**src/rtl/acc_alu8_pkg.sv**
```systemverilog
package acc_alu8_pkg;

  localparam logic [3:0] OPC_ADD = 4'd0;
  localparam logic [3:0] OPC_ADC = 4'd1;
  localparam logic [3:0] OPC_SUB = 4'd2;
  localparam logic [3:0] OPC_SBB = 4'd3;
  localparam logic [3:0] OPC_AND = 4'd4;
  localparam logic [3:0] OPC_XOR = 4'd5;
  localparam logic [3:0] OPC_OR  = 4'd6;
  localparam logic [3:0] OPC_CMP = 4'd7;
  localparam logic [3:0] OPC_INC = 4'd8;
  localparam logic [3:0] OPC_DEC = 4'd9;
  localparam logic [3:0] OPC_STC = 4'd10;
  localparam logic [3:0] OPC_CMC = 4'd11;
  localparam logic [3:0] OPC_DAD = 4'd12;

  localparam int FLAG_W  = 8;
  localparam int BIT_CY  = 0;
  localparam int BIT_ONE = 1;
  localparam int BIT_P   = 2;
  localparam int BIT_Z3  = 3;
  localparam int BIT_AC  = 4;
  localparam int BIT_Z5  = 5;
  localparam int BIT_Z   = 6;
  localparam int BIT_S   = 7;
  localparam logic [FLAG_W-1:0] FLAG_RESET = 8'h02;

  typedef enum logic [1:0] {B_PASS, B_ZERO, B_ONES} bSel_e;
  typedef enum logic [1:0] {R_ARITH, R_AND, R_XOR, R_OR} rSel_e;

  typedef struct packed {
    logic  aFromOperand;
    bSel_e bSel;
    logic  invertB;
    logic  subMode;
    logic  useCarry;
    logic  forceCin;
    rSel_e rSel;
    logic  updSzpAc;
    logic  updCarry;
    logic  writeRes;
    logic  setCarry;
    logic  cmcCarry;
    logic  wideAdd;
  } aluStrobe_t;

endpackage

```
**src/rtl/acc_alu8_ctrl.sv**
```systemverilog
module acc_alu8_ctrl
  import acc_alu8_pkg::*;
(
  input  logic       opValid,
  input  logic [3:0] opCode,
  output aluStrobe_t stb
);

  always_comb begin
    stb = '0;
    stb.bSel = B_PASS;
    stb.rSel = R_ARITH;
    if (opValid) begin
      case (opCode)
        OPC_ADD, OPC_ADC: begin
          stb.useCarry = (opCode == OPC_ADC);
          stb.updSzpAc = 1'b1;
          stb.updCarry = 1'b1;
          stb.writeRes = 1'b1;
        end
        OPC_SUB, OPC_SBB, OPC_CMP: begin
          stb.invertB  = 1'b1;
          stb.subMode  = 1'b1;
          stb.forceCin = 1'b1;
          stb.useCarry = (opCode == OPC_SBB);
          stb.updSzpAc = 1'b1;
          stb.updCarry = 1'b1;
          stb.writeRes = (opCode != OPC_CMP);
        end
        OPC_AND, OPC_XOR, OPC_OR: begin
          stb.rSel     = (opCode == OPC_AND) ? R_AND :
                         (opCode == OPC_XOR) ? R_XOR : R_OR;
          stb.updSzpAc = 1'b1;
          stb.updCarry = 1'b1;
          stb.writeRes = 1'b1;
        end
        OPC_INC: begin
          stb.aFromOperand = 1'b1;
          stb.bSel         = B_ZERO;
          stb.forceCin     = 1'b1;
          stb.updSzpAc     = 1'b1;
          stb.writeRes     = 1'b1;
        end
        OPC_DEC: begin
          stb.aFromOperand = 1'b1;
          stb.bSel         = B_ONES;
          stb.subMode      = 1'b1;
          stb.updSzpAc     = 1'b1;
          stb.writeRes     = 1'b1;
        end
        OPC_STC: stb.setCarry = 1'b1;
        OPC_CMC: stb.cmcCarry = 1'b1;
        OPC_DAD: stb.wideAdd  = 1'b1;
        default: ;
      endcase
    end
  end

endmodule

```
**src/rtl/acc_alu8_dp.sv**
```systemverilog
module acc_alu8_dp
  import acc_alu8_pkg::*;
#(
  parameter int DATA_W = 8
) (
  input  logic                clk,
  input  logic                rstN,
  input  aluStrobe_t          stb,
  input  logic [DATA_W-1:0]   accIn,
  input  logic [DATA_W-1:0]   operand,
  input  logic [2*DATA_W-1:0] hlIn,
  input  logic [2*DATA_W-1:0] pairIn,
  input  logic                flagWrEn,
  input  logic [FLAG_W-1:0]   flagWrData,
  output logic [DATA_W-1:0]   result,
  output logic                resultWe,
  output logic [2*DATA_W-1:0] wideSum,
  output logic [FLAG_W-1:0]   flags
);

  localparam int HALF_W = DATA_W / 2;
  localparam int WIDE_W = 2 * DATA_W;

  logic [FLAG_W-1:0] flagsQ, flagsD;
  logic [DATA_W-1:0] opA, bRaw, opB, res;
  logic              cin, carryHeld;
  logic [DATA_W:0]   sumFull;
  logic [HALF_W:0]   loFull;
  logic [WIDE_W:0]   wideFull;
  logic              arithCy, arithAc, resCy, resAc, parityEven;

  assign carryHeld = flagsQ[BIT_CY];

  always_comb begin
    opA = stb.aFromOperand ? operand : accIn;
    case (stb.bSel)
      B_ZERO:  bRaw = '0;
      B_ONES:  bRaw = '1;
      default: bRaw = operand;
    endcase
    opB = stb.invertB ? ~bRaw : bRaw;
    cin = stb.useCarry ? (carryHeld ^ stb.subMode) : stb.forceCin;
  end

  assign sumFull = {1'b0, opA} + {1'b0, opB} + {{DATA_W{1'b0}}, cin};
  assign loFull  = {1'b0, opA[HALF_W-1:0]} + {1'b0, opB[HALF_W-1:0]} + {{HALF_W{1'b0}}, cin};
  assign arithCy = sumFull[DATA_W] ^ stb.subMode;
  assign arithAc = loFull[HALF_W] ^ stb.subMode;

  always_comb begin
    resCy = 1'b0;
    resAc = 1'b0;
    case (stb.rSel)
      R_AND:   res = accIn & operand;
      R_XOR:   res = accIn ^ operand;
      R_OR:    res = accIn | operand;
      default: begin
        res   = sumFull[DATA_W-1:0];
        resCy = arithCy;
        resAc = arithAc;
      end
    endcase
  end

  assign parityEven = ~^res;
  assign wideFull   = {1'b0, hlIn} + {1'b0, pairIn};

  always_comb begin
    flagsD = flagsQ;
    if (stb.updSzpAc) begin
      flagsD[BIT_S]  = res[DATA_W-1];
      flagsD[BIT_Z]  = (res == '0);
      flagsD[BIT_AC] = resAc;
      flagsD[BIT_P]  = parityEven;
    end
    if (stb.updCarry) flagsD[BIT_CY] = resCy;
    if (stb.setCarry) flagsD[BIT_CY] = 1'b1;
    if (stb.cmcCarry) flagsD[BIT_CY] = ~carryHeld;
    if (stb.wideAdd)  flagsD[BIT_CY] = wideFull[WIDE_W];
    if (flagWrEn)     flagsD = flagWrData;
    flagsD[BIT_ONE] = 1'b1;
    flagsD[BIT_Z3]  = 1'b0;
    flagsD[BIT_Z5]  = 1'b0;
  end

  always_ff @(posedge clk or negedge rstN) begin
    if (!rstN) flagsQ <= FLAG_RESET;
    else       flagsQ <= flagsD;
  end

  assign result   = res;
  assign resultWe = stb.writeRes;
  assign wideSum  = wideFull[WIDE_W-1:0];
  assign flags    = flagsQ;

endmodule

```
**src/rtl/acc_alu8.sv**
```systemverilog
module acc_alu8
  import acc_alu8_pkg::*;
#(
  parameter int DATA_W = 8
) (
  input  logic                clk,
  input  logic                rstN,
  input  logic                opValid,
  input  logic [3:0]          opCode,
  input  logic [DATA_W-1:0]   accIn,
  input  logic [DATA_W-1:0]   operand,
  input  logic [2*DATA_W-1:0] hlIn,
  input  logic [2*DATA_W-1:0] pairIn,
  input  logic                flagWrEn,
  input  logic [7:0]          flagWrData,
  output logic [DATA_W-1:0]   result,
  output logic                resultWe,
  output logic [2*DATA_W-1:0] wideSum,
  output logic [7:0]          flags
);

  aluStrobe_t stb;

  acc_alu8_ctrl u_ctrl (
    .opValid (opValid),
    .opCode  (opCode),
    .stb     (stb)
  );

  acc_alu8_dp #(.DATA_W(DATA_W)) u_dp (
    .clk        (clk),
    .rstN       (rstN),
    .stb        (stb),
    .accIn      (accIn),
    .operand    (operand),
    .hlIn       (hlIn),
    .pairIn     (pairIn),
    .flagWrEn   (flagWrEn),
    .flagWrData (flagWrData),
    .result     (result),
    .resultWe   (resultWe),
    .wideSum    (wideSum),
    .flags      (flags)
  );

endmodule

```
**config.mk**
```make
export PLATFORM = sky130hd
export DESIGN_NAME = acc_alu8
export DESIGN_NICKNAME = d
export VERILOG_FILES = /design/src/rtl/acc_alu8_pkg.sv /design/src/rtl/acc_alu8_ctrl.sv /design/src/rtl/acc_alu8_dp.sv /design/src/rtl/acc_alu8.sv
export SDC_FILE = /design/constraint.sdc
export NUM_CORES = 1
export LEC_CHECK = 0
export ABC_CLOCK_PERIOD_IN_PS = 6100
export BUFFER_PORTS_ARGS = -buffer_cell sky130_fd_sc_hd__clkbuf_2
export CORE_MARGIN = 2
export CORE_UTILIZATION = 52
export CTS_CLUSTER_SIZE = 8
export DETAILED_ROUTE_END_ITERATION = 7
export PLACE_DENSITY = 0.83
export SLEW_MARGIN = 20
export SYNTH_ARGS = -nofsm -noshare
export SYNTH_HDL_FRONTEND = slang
export SYNTH_SLANG_ARGS = --single-unit
```
**constraint.sdc**
```tcl
create_clock -name clk -period 6.1 [get_ports clk]
set_clock_uncertainty 0.15 [all_clocks]
set_input_delay 0.915 -clock clk [delete_from_list [all_inputs] [get_ports clk]]
set_output_delay 0.915 -clock clk [all_outputs]
set_load 0.005 [all_outputs]
```
# Word level (Yosys, flattened, before mapping)
# Index checks and enable logic that the tools add are counted.
[classes] n_addsub=5 n_bitwise=8 eq_ne=18 mux=30 reduce_logical=14
[ops] cell="$mux 8" n=3
[ops] cell="$pmux 8 s3" n=1
[ops] cell="$eq 4x4->1 const B" n=5
[ops] cell="$mux 1" n=18
[ops] cell="$add 16x16->17" n=1
[ops] cell="$eq 4x3->1 const B" n=4
[ops] cell="$pmux 8 s2" n=1
[ops] cell="$mux 15" n=1
[ops] cell="$reduce_or 10->1" n=1
[ops] cell="$add 8x8->9" n=1
[ops] cell="$add 9x1->9" n=1
[ops] cell="$reduce_or 3->1" n=3
[ops] cell="$and 8x8->8" n=1
[ops] cell="$eq 4x2->1 const B" n=2
[ops] cell="$logic_not 8->1" n=1
[ops] cell="$not 8->8" n=1
[ops] cell="$or 8x8->8" n=1
[ops] cell="$reduce_or 4->1" n=2
[ops] cell="$reduce_or 8->1" n=1
[ops] cell="$reduce_xnor 8->1" n=1
[ops] cell="$xor 8x8->8" n=1
[ops] cell="$reduce_or 7->1" n=1
[ops] cell="$eq 2x2->1 const B" n=3
[ops] cell="$mux 2" n=3
[ops] cell="other kinds (13)" n=17
[word_totals] out_inout_bits=33 word_cells=77 ff_bits=5 input_bits=64

# Logic depth before layout (Yosys ltp)
# Gate-level depths: netlist (run 1).
[depth] word_depth=18 depth_mapped=23 depth_no_buf=19

# Hierarchy
# From an unflattened synthesis (run 1), not the netlist that was laid out.
[unflattened] hier_cells=343 hier_area_um2=2433.6
[modules_own_cells] mod="acc_alu8_dp" area_per_inst_um2=2265.9 seq_area_each_um2=125.1 cells_each=318 n_inst=1
[modules_own_cells] mod="acc_alu8_ctrl" area_per_inst_um2=167.7 seq_area_each_um2=0.0 cells_each=25 n_inst=1

# Worst setup path after synthesis (run 1)
# No wires, ideal clock.
[synth_timing] kind="input port to flip-flop" start="input opValid" end="register u_dp.flagsQ[2] (netlist: u_dp.flags[2])" slack_ps=382 n_path_buf=4 cell_stages=23 setup_time_ps=137 t_required_ps=5813 arrival_ps=5431 cell_sequence="clkbuf_1 nor4bb_1 buf_2 and2_1 ha_1 buf_1 nor2b_1 buf_1 a21oi_1 xnor2_1 fa_1 fa_1 a21o_1 a21oi_1 xnor2_1 a21o_1 a221oi_1 ha_1 xor2_1 xnor2_1 nor2_1 a211oi_1 a21oi_1"
[synth_via] elab_chain_cells=11 elab_cells_between_ends=19 cone_classes="add/sub (2); eq/ne (5); mux (8); bitwise (2); reduce/logical (2)"
[synth_rtl] element="from (decl)" line="acc_alu8.sv:8" rtl="input logic opValid,"
[synth_rtl] element="$mux 15 *" line="acc_alu8_ctrl.sv:13" rtl="if (opValid) begin"
[synth_rtl] element="$eq 2x2->1 or $eq 2x1->1 (tied branches)" line="acc_alu8_dp.sv:36" rtl="case (stb.bSel)"
[synth_rtl] element="$pmux 8 s2" line="acc_alu8_dp.sv:36"
[synth_rtl] element="$not 8->8" line="acc_alu8_dp.sv:41" rtl="opB = stb.invertB ? ~bRaw : bRaw;"
[synth_rtl] element="$mux 8" line="acc_alu8_dp.sv:41"
[synth_rtl] element="$add 8x8->9" line="acc_alu8_dp.sv:45" rtl="assign sumFull = {1'b0, opA} + {1'b0, opB} + {{DATA_W{1'b0}}, cin};"
[synth_rtl] element="$add 9x1->9" line="acc_alu8_dp.sv:45"
[synth_rtl] element="$pmux 8 s3" line="acc_alu8_dp.sv:53" rtl="case (stb.rSel)"
[synth_rtl] element="$reduce_xnor 8->1" line="acc_alu8_dp.sv:65" rtl="assign parityEven = ~^res;"
[synth_rtl] element="$mux 1" line="acc_alu8_dp.sv:70" rtl="if (stb.updSzpAc) begin"
[synth_rtl] element="$mux 8" line="acc_alu8_dp.sv:80" rtl="if (flagWrEn) flagsD = flagWrData;"
[synth_rtl] element="to (signal assigned)" line="acc_alu8_dp.sv:88" rtl="else flagsQ <= flagsD;"
[synth_rtl] element="to (decl)" line="acc_alu8_dp.sv:24" rtl="logic [FLAG_W-1:0] flagsQ, flagsD;"
# Mark *: on every way between the ends. The rest lies on a longest branch, timed or not. The select of a mux whose other input is x is not followed.
# A chain may end at the register's enable or synchronous reset.

# Worst setup path in the final report (run 1)
[layout_timing] start="input opCode[2]" end="output result[4]"
[layout_via] elab_chain_cells=10 elab_cells_between_ends=38 cone_classes="add/sub (2); eq/ne (14); mux (14); bitwise (2); reduce/logical (6)"
[layout_rtl] element="from (decl)" line="acc_alu8.sv:9" rtl="input logic [3:0] opCode,"
[layout_rtl] element="$eq 4x4->1" line="acc_alu8_ctrl.sv:14" rtl="case (opCode)"
[layout_rtl] element="$pmux 3 s2" line="acc_alu8_ctrl.sv:14"
[layout_rtl] element="$mux 15 *" line="acc_alu8_ctrl.sv:13"
[layout_rtl] element="$eq 2x2->1 or $eq 2x1->1 (tied branches)" line="acc_alu8_dp.sv:36"
[layout_rtl] element="$pmux 8 s2" line="acc_alu8_dp.sv:36"
[layout_rtl] element="$not 8->8" line="acc_alu8_dp.sv:41"
[layout_rtl] element="$mux 8" line="acc_alu8_dp.sv:41"
[layout_rtl] element="$add 8x8->9" line="acc_alu8_dp.sv:45"
[layout_rtl] element="$add 9x1->9" line="acc_alu8_dp.sv:45"
[layout_rtl] element="$pmux 8 s3 *" line="acc_alu8_dp.sv:53"
[layout_rtl] element="to (decl)" line="acc_alu8.sv:16" rtl="output logic [DATA_W-1:0] result,"
# Mark *: on every way between the ends. The rest lies on a longest branch, timed or not.

==> results of run 1 <==
## cell usage in the layout (no fill, tap or decap), types with 3 or more instances in the layout
master / Yosys / layout
conb_1: 2 / 3
clkbuf_8: 0 / 3
fa_1: 3 / 3
nor2b_1: 10 / 10
o31ai_1: 6 / 6
clkbuf_2: 0 / 90
and2_1: 3 / 3
and3_1: 6 / 6
o21bai_1: 4 / 4
nand3_1: 4 / 4
nand2b_1: 6 / 6
mux2i_1: 7 / 7
o22ai_1: 3 / 3
xnor2_1: 21 / 21
buf_4: 3 / 6
o311ai_0: 3 / 3
nand3b_1: 3 / 3
a21oi_1: 29 / 29
nand2_1: 35 / 35
xor2_1: 5 / 5
a211oi_1: 8 / 8
o21a_1: 7 / 7
nor2_1: 23 / 23
nor3_1: 5 / 5
o22a_1: 3 / 3
o21ai_0: 29 / 29
inv_1: 30 / 30
ha_1: 44 / 44
a21o_1: 8 / 8
dfrtp_1: 5 / 5
## worst min path at each step
stage                        from            end  slack, ns  depth (start not counted)
floorplan           u_dp.flags[6]  u_dp.flags[6]       0.39                          2
detailed placement  u_dp.flags[2]  u_dp.flags[2]       0.42                          2
CTS                          rstN  u_dp.flags[4]       0.35                          1
global route                 rstN  u_dp.flags[4]       0.36                          1
finish                       rstN  u_dp.flags[4]       0.36                          1
global placement    u_dp.flags[2]  u_dp.flags[2]       0.39                          2
## routing by layer
| layer | vias up | track usage [%] | wire, µm |
|---|---|---|---|
| met1 | 1343 | 29.4 | 2860 |
| met4 | 0 | 7.02 | 65 |
| met2 | 93 | 46.6 | 3490 |
| met5 | - | 0 | 0 |
| li1 | 1488 | - | - |
| met3 | 8 | 3.97 | 423 |
## kinds of logic (layout without fill, tap and decap cells)
group | Yosys count | count (layout)
AOI/OAI and AO/OA | 122 | 122
and+or+nand+nor | 108 | 108
buffers and inverters | 51 | 130
adders and majority gates | 47 | 47
xor gates and xnor gates | 26 | 26
muxes | 8 | 8
DFF | 5 | 5
other | 2 | 3
## through the flow
stage               util, %  total power, mW  cells  instance area [µm²]
detailed placement     65.1            0.420    512                 3140
global route           66.1            0.536    516                 3180
floorplan                 -            0.305    370                 2650
global placement       65.1            0.409    512                 3140
CTS                    66.1            0.486    516                 3180
finish                 66.1            0.484    516                 3180
## cell type report
class | instances | area (µm²) | area share, %
multi-input cells | 314 | 2320 | 72.9
clock buffers | 4 | 45.0 | 1.42
flip-flops and latches | 5 | 125 | 3.93
repair buffers | 96 | 495 | 15.6
well taps | 67 | 83.8 | 2.63
inverters | 30 | 113 | 3.54
## power groups by stage
| stage | Sequential (mW) | Combinational (mW) | Clock, mW |
|---|---|---|---|
| after global placement | 0.0426 | 0.366 | 0 |
| after global routing | 0.0429 | 0.428 | 0.0651 |
| after floorplan | 0.0426 | 0.262 | 0 |
| final | 0.0425 | 0.381 | 0.0604 |
| after CTS | 0.0424 | 0.382 | 0.0621 |
| after detailed placement | 0.0428 | 0.377 | 0 |
==> flow_metrics.tcl, run 1 <==
set metrics [dict create \
    synth_top_family_by_area "compound AO/OA/AOI/OAI gates" \
    synth.distinct_cells 58 \
    cts-buffers-inserted 3 \
    synth_top_area_share_pct 20.8 \
    max_freq_mhz 169 \
    synth_mux_area_share_pct 3.07 \
    grt_pass1_vias 2703 \
    slew_viol_final 0 \
    gp_congestion 0.866 \
    critPathKind "input pin to output pin" \
    cts_resized 0 \
    seq_area_frac_synth_pct 4.73 \
    post_cts_buffers 0 \
    cp_max_fo 12 \
    fin_ws_ns 0.177 \
    synth-edff-count 0 \
    yosys.area_share.adder_pct 23.1 \
    hp-class "input pin to asynchronous set/reset pin" \
    antenna_found_initial 0 \
    cp_data_required_time_ns 5.03 \
    vdd_ir_drop_max_v 0.0000935 \
    initial_core_util_pct 54.9 \
    cap_violations 0 \
    cp.depth 15 \
    yosysWarnings 0 \
    synth_compound_gate_area_share_pct 31.8 \
    crit_family "adder cells" \
    clock_latency_ns 0.22 \
    layout-drive-gt1-share_pct 23.4 \
    worst-r2r-setup-slack_ns 1.84 \
    drt-total-wl_um 6830 \
    synthXorXnorAreaFrac_pct 8.61 \
    portBuffers 90 \
    cts-hold-fix-buffers 0 \
    path_clk_slew_ns 0.03 \
    die-area_um2 5680 \
    crit_path_max_incr_delay_ns 0.51 \
    ys_top_cells_by_count "ha_1 (44), nand2_1 (35), inv_1 (30)" \
    synth_area_um2 2650 \
    crit-reg2reg-launch "u_dp.flags[0]" \
    min_period_over_period_pct 97.1 \
    syn_inst 369 \
    finalSetupViolCount 0 \
    endpoint "result[4]" \
    synth_area_leaders "ha_1 (21%), xnor2_1 (7.0%), a21oi_1 (5.5%)" \
    finalSetupTns_ns 0 \
    n_fill_cell 427 \
    worstSetupEndpointType "output pin" \
    cts_root_buf "clkbuf_8" \
    status "finished clean" \
    hold_viol 0 \
    place_hpwl_um 5780 \
    finalCriticalPeriod_ns 5.92 \
    clockPowerShare_pct 12.5 \
    worstPathArrival_ns 4.86 \
    crit_path_top_delay_cell "fa_1" \
    p_sw_mw 0.220 \
    viasPerCell 5.68 \
    cts_tree "done" \
    yosys.area.top_type "ha_1" \
    r2r_end "u_dp.flags[2]" \
    intPower_mw 0.264 \
    powerDensity_nw_per_um2 152 \
    max_slew_margin_pct 61.2 \
    postSynthAreaPerCell_um2 7.17 \
    crit_chain "clkbuf_2 -> nor4bb_2 -> nand2b_1 -> ha_1 -> nor2b_1 -> a21oi_1 -> xnor2_1 -> fa_1 -> fa_1 -> a21o_1 -> a21oi_1 -> xnor2_1 -> a21o_1 -> a221o_1 -> clkbuf_2" \
    first_iter_violations 204 \
    crit_start "opCode[2]" \
    wl_per_cell_um 13.2 \
    whs_ns 0.358 \
    num_rows 25 \
    grt_setup_unrepaired "no" \
    async_reset_ff_share_pct 100 \
    grt_max_degree 24 \
    cts_buffer_depth 2 \
    comb_power_share_pct 78.8 \
    fp.dieH_um 75.3 \
    synth-simple-area-share_pct 20.5 \
    io_pins 97 \
    path_buf_inv 2 \
    die_x_um 75.3 \
    first_pass_iters 4 \
    cts_htree_levels 1 \
    diodes 0 \
    worst_slew_pin_slew_ns 0.581 \
    pwr-share-seq_pct 8.8 \
    yosys_most_used_dff "dfrtp_1" \
    clock_sinks 5 \
    grt_overflow 0 \
    grtUsageTotal_pct 25.0 \
    start_kind "input pin" \
    ant_nets 0 \
    pre_cts_ws_ns 0.263 \
    core_um2 4820 \
    drcViolationCount 0 \
    rr_worst_depth 18 \
    power_leakage_nw 1.62 \
    final_nets 561 \
    switching_share_pct 45.5 \
    ys_ff_latch 5 \
    grt_first_pass_wirelength_um 11400 \
    largest_reg_flops 5 \
    post-synth-top-count-cell "ha_1" \
    vias 2932 \
    areaGrowthSynthToFinish_pct 20.3 \
]
Power figures use the tool's default switching activity.
==> inputs of run 2 (changes only) <==
--- a/config.mk
+++ b/config.mk
@@ -6,12 +6,12 @@
 export NUM_CORES = 1
 export LEC_CHECK = 0
 export ABC_CLOCK_PERIOD_IN_PS = 6100
-export BUFFER_PORTS_ARGS = -buffer_cell sky130_fd_sc_hd__clkbuf_2
 export CORE_MARGIN = 2
-export CORE_UTILIZATION = 52
+export CORE_UTILIZATION = 54
 export CTS_CLUSTER_SIZE = 8
 export DETAILED_ROUTE_END_ITERATION = 7
-export PLACE_DENSITY = 0.83
+export DONT_BUFFER_PORTS = 1
+export PLACE_DENSITY = 0.69
 export SLEW_MARGIN = 20
 export SYNTH_ARGS = -nofsm -noshare
 export SYNTH_HDL_FRONTEND = slang
==> flow_metrics.tcl, run 2 (synthesis results as in run 1) <==
set metrics [dict create \
    cts-hold-fix-buffers 0 \
    place_area_um2 2670 \
    hold_viol 0 \
    comb_power_share_pct 74.5 \
    finalSetupTns_ns 0 \
    wl_per_cell_um 14.5 \
    r2r_end "u_dp.flags[2]" \
    stdcell_area_um2 2720 \
    drcViolationCount 0 \
    worstPathArrival_ns 4.42 \
    grt_overflow 0 \
    slew_viol_final 0 \
    core_um2 4720 \
    pre_cts_ws_ns 0.553 \
    min_period_over_period_pct 89.9 \
    grtUsageTotal_pct 22.1 \
    vdd_ir_drop_max_v 0.0000925 \
    power_leakage_nw 1.24 \
    final_common_cell "ha_1" \
    powerDensity_nw_per_um2 151 \
    worst_slew_pin_slew_ns 0.622 \
    start_kind "input pin" \
    viasPerCell 5.99 \
    die-area_um2 5480 \
    p_sw_mw 0.187 \
    final_nets 469 \
    io_pins 97 \
    cp_max_fo 12 \
    critPathKind "input pin to output pin" \
    diodes 0 \
    layout-drive-gt1-share_pct 3.64 \
    grt_setup_unrepaired "no" \
    cts_root_buf "clkbuf_8" \
    dp_cells 420 \
    instances_no_fill 424 \
    cts_resized 0 \
    fp.dieH_um 74.0 \
    vias 2539 \
    cap_violations 0 \
    clockPowerShare_pct 14.7 \
    finalCriticalPeriod_ns 5.49 \
    path_clk_slew_ns 0.04 \
    grt_max_degree 28 \
    antenna_found_initial 0 \
    status "finished clean" \
    num_rows 25 \
    die_x_um 74.0 \
    clock_latency_ns 0.22 \
    grt_first_pass_wirelength_um 9830 \
    finalSetupViolCount 0 \
    register_area_um2 125 \
    ant_nets 0 \
    gp_congestion 0.789 \
    initial_core_util_pct 56.0 \
    clock_sinks 5 \
    n_fill_cell 456 \
    grt_pass1_vias 2271 \
    hp-class "input pin to asynchronous set/reset pin" \
    multi_input_area_um2 2320 \
    rr_worst_depth 18 \
    portBuffers 0 \
    cts_htree_levels 1 \
    areaGrowthSynthToFinish_pct 2.70 \
    first_iter_violations 114 \
    post_cts_buffers 0 \
    cts_tree "done" \
    max_slew_margin_pct 58.4 \
    cts_buffer_depth 2 \
    place_hpwl_um 5080 \
    max_freq_mhz 182 \
    whs_ns 0.243 \
    pwr-share-seq_pct 10.8 \
    crit_start "opCode[2]" \
    drt-total-wl_um 6150 \
    mostFrequentLayoutCells "ha_1 (44), nand2_1 (35), inv_1 (30)" \
    crit-reg2reg-launch "u_dp.flags[0]" \
    cts-buffers-inserted 3 \
    worstSetupEndpointType "output pin" \
    switching_share_pct 45.6 \
    fin_ws_ns 0.614 \
    worst-r2r-setup-slack_ns 1.88 \
    intPower_mw 0.223 \
    first_pass_iters 4 \
    cp_data_required_time_ns 5.03 \
    endpoint "result[4]" \
    largest_reg_flops 5 \
]
run 2: cell types whose count changed in the layout (fill, tap and decap cells not counted), sizes merged:
cell,before,now
clkbuf,94,4
buf,6,4
run 2: layout make-up:
type,instances,share of cell area (%)
inverter,30,4.14
clock buffer,4,1.66
sequential,5,4.60
timing repair buffer,4,1.10
multi-input combinational,314,85.4
tap,67,3.08
run 2: layer usage:
metal	GRT usage (%)	routed length, µm
met1	27.0	2620
met2	40.7	3030
met3	4.34	457
met4	3.64	48
met5	0	0
run 2: power by group through the flow:
| stage | combinational (mW) | sequential [mW] | clock, mW |
|---|---|---|---|
| 2_1_floorplan | 0.262 | 0.0426 | 0 |
| 4_1_cts | 0.306 | 0.0445 | 0.0612 |
| 3_3_place_gp | 0.300 | 0.0446 | 0 |
| 3_5_place_dp | 0.304 | 0.0447 | 0 |
| 6_report | 0.305 | 0.0442 | 0.0604 |
| 5_1_grt | 0.346 | 0.0451 | 0.0646 |
run 2: through the flow:
step                utilization [%]  power, mW
finish                         57.5      0.409
global route                   57.5      0.455
CTS                            57.5      0.412
detailed placement             56.6      0.349
global placement               56.6      0.344
floorplan                         -      0.305
run 2: worst max-delay path: stages:
cell and delay, ns:
nor4bb_2 0.40, and2_1 0.21, ha_1 0.34, nor2b_1 0.21
a21oi_1 0.08, xnor2_1 0.17, fa_1 0.49, fa_1 0.42
a21o_1 0.21, a21oi_1 0.29, xnor2_1 0.15, a21o_1 0.20
a221o_1 0.33
run 2: how the worst min path moves through the flow:
stage	slack (ns)	start	end	cells past startpoint
after floorplan	0.39	u_dp.flags[6]	u_dp.flags[6]	2
after detailed placement	0.45	u_dp.flags[2]	u_dp.flags[2]	2
after CTS	0.24	rstN	u_dp.flags[4]	0
after global routing	0.23	rstN	u_dp.flags[6]	0
final	0.24	rstN	u_dp.flags[4]	0
after global placement	0.43	u_dp.flags[2]	u_dp.flags[2]	2
==> inputs of run 3 (changes only) <==
--- a/config.mk
+++ b/config.mk
@@ -6,12 +6,14 @@
 export NUM_CORES = 1
 export LEC_CHECK = 0
 export ABC_CLOCK_PERIOD_IN_PS = 6100
+export CELL_PAD_IN_SITES_DETAIL_PLACEMENT = 1
+export CELL_PAD_IN_SITES_GLOBAL_PLACEMENT = 2
 export CORE_MARGIN = 2
-export CORE_UTILIZATION = 54
+export CORE_UTILIZATION = 35
 export CTS_CLUSTER_SIZE = 8
 export DETAILED_ROUTE_END_ITERATION = 7
 export DONT_BUFFER_PORTS = 1
-export PLACE_DENSITY = 0.69
+export PLACE_DENSITY_LB_ADDON = 0.12
 export SLEW_MARGIN = 20
 export SYNTH_ARGS = -nofsm -noshare
 export SYNTH_HDL_FRONTEND = slang
==> flow_metrics.tcl, run 3 (synthesis results as in run 1) <==
set metrics [dict create \
    cts_resized 0 \
    worstSetupEndpointType "output pin" \
    grtUsageTotal_pct 18.0 \
    grt_setup_unrepaired "no" \
    vdd_ir_drop_max_v 0.0000418 \
    viasPerCell 5.71 \
    gp_congestion 0.795 \
    finalSetupTns_ns 0 \
    grt_pass1_vias 2686 \
    slew_viol_final 0 \
    io_pins 97 \
    switching_share_pct 46.9 \
    grt_max_degree 28 \
    cts_htree_levels 1 \
    grt_overflow 0 \
    fin_util_pct 37.8 \
    cts_tree "done" \
    clock_latency_ns 0.22 \
    vias 2606 \
    grt_first_pass_wirelength_um 12700 \
    whs_ns 0.241 \
    crit_chain "nor4bb_2 -> and2_1 -> ha_1 -> nor2b_1 -> a21oi_1 -> xnor2_1 -> fa_1 -> fa_1 -> a21o_1 -> a21oi_1 -> xnor2_1 -> a21o_1 -> a221o_1" \
    die_x_um 91.0 \
    hp-class "input pin to asynchronous set/reset pin" \
    place_hpwl_um 6130 \
    comb_power_share_pct 75.1 \
    layout-drive-gt1-share_pct 3.64 \
    crit-reg2reg-launch "u_dp.flags[0]" \
    first_iter_violations 38 \
    worstPathArrival_ns 4.28 \
    initial_core_util_pct 36.3 \
    cp_max_fo 12 \
    antenna_found_initial 0 \
    powerDensity_nw_per_um2 152 \
    cts-buffers-inserted 3 \
    first_pass_iters 4 \
    final_nets 469 \
    crit_start "opCode[2]" \
    power_leakage_nw 1.24 \
    cts_root_buf "clkbuf_8" \
    areaGrowthSynthToFinish_pct 4.21 \
    mostFrequentLayoutCells "ha_1 (44), nand2_1 (35), inv_1 (30)" \
    crit_path_max_incr_delay_ns 0.50 \
    n_fill_cell 960 \
    largest_reg_flops 5 \
    start_kind "input pin" \
    max_freq_mhz 187 \
    core_um2 7290 \
    status "finished clean" \
    drcViolationCount 0 \
    hold_viol 0 \
    cts-hold-fix-buffers 0 \
    wl_per_cell_um 16.5 \
    path_clk_slew_ns 0.04 \
    pwr-share-seq_pct 10.4 \
    clock_sinks 5 \
    stdcell_area_um2 2760 \
    cap_violations 0 \
    ant_nets 0 \
    diodes 0 \
    worst_slew_pin_slew_ns 0.683 \
    portBuffers 0 \
    finalCriticalPeriod_ns 5.35 \
    cp_data_required_time_ns 5.03 \
    critPathKind "input pin to output pin" \
    cts_buffer_depth 2 \
    drt-total-wl_um 7550 \
    fp.dieH_um 91.0 \
    p_sw_mw 0.197 \
    final_common_cell "ha_1" \
    die-area_um2 8270 \
    crit_path_top_delay_cell "fa_1" \
    min_period_over_period_pct 87.7 \
    intPower_mw 0.223 \
    num_rows 31 \
    finalSetupViolCount 0 \
    place_area_um2 2710 \
    post_cts_buffers 0 \
    max_slew_margin_pct 54.1 \
    clockPowerShare_pct 14.6 \
]
[run 3: cell counts in the layout (fill, tap and decap cells not counted)]
Identical to the previous run, type by type.
[run 3: power by group through the flow]
stage          clock, mW  sequential, mW  combinational (mW)
6_report          0.0611          0.0435               0.315
5_1_grt           0.0665          0.0444               0.354
4_1_cts           0.0618          0.0437               0.319
3_5_place_dp           0          0.0441               0.316
3_3_place_gp           0          0.0439               0.310
2_1_floorplan          0          0.0426               0.262
[run 3: worst max-delay path: cells and delay by family]
family / cells / cell delay, ns
AO/OA/AOI/OAI: 5 / 1.12
XOR/XNOR: 2 / 0.31
adder cells (fa/ha/maj): 3 / 1.20
AND/OR/NAND/NOR: 3 / 0.73
[run 3: per-layer routing]
metal	share of wire (%)	global-route usage, %
met5	0	0
met4	0	2.27
met3	3.4	1.91
met2	50	33.0
met1	46	23.3
[run 3: area by class of cell]
| class | count | area, µm² | area share (%) |
|---|---|---|---|
| Tap cell | 99 | 124 | 4.49 |
| Clock buffer | 4 | 45.0 | 1.63 |
| Inverter | 30 | 113 | 4.08 |
| Sequential cell | 5 | 125 | 4.54 |
| Multi-Input combinational cell | 314 | 2320 | 84.2 |
| Timing Repair Buffer | 4 | 30.0 | 1.09 |
[run 3: worst paths after layout]
path / cells past startpoint / slack (ns) / to
min in group clk: 2 / 0.43 / u_dp.flags[6]
worst min register to register: 2 / 0.43 / u_dp.flags[6]
worst min-delay path: 0 / 0.24 / u_dp.flags[6]
worst max-delay path: 13 / 0.75 / result[4]
worst max register to register: 18 / 1.74 / u_dp.flags[2]
max in group asynchronous: 0 / 5.49 / u_dp.flags[4]
[run 3: per-stage QoR]
step                power, mW  cells  worst slack, ns
floorplan               0.305    370            0.382
global placement        0.354    452            0.706
finish                  0.420    456            0.751
detailed placement      0.360    452            0.594
global route            0.465    456            0.431
CTS                     0.425    456            0.712
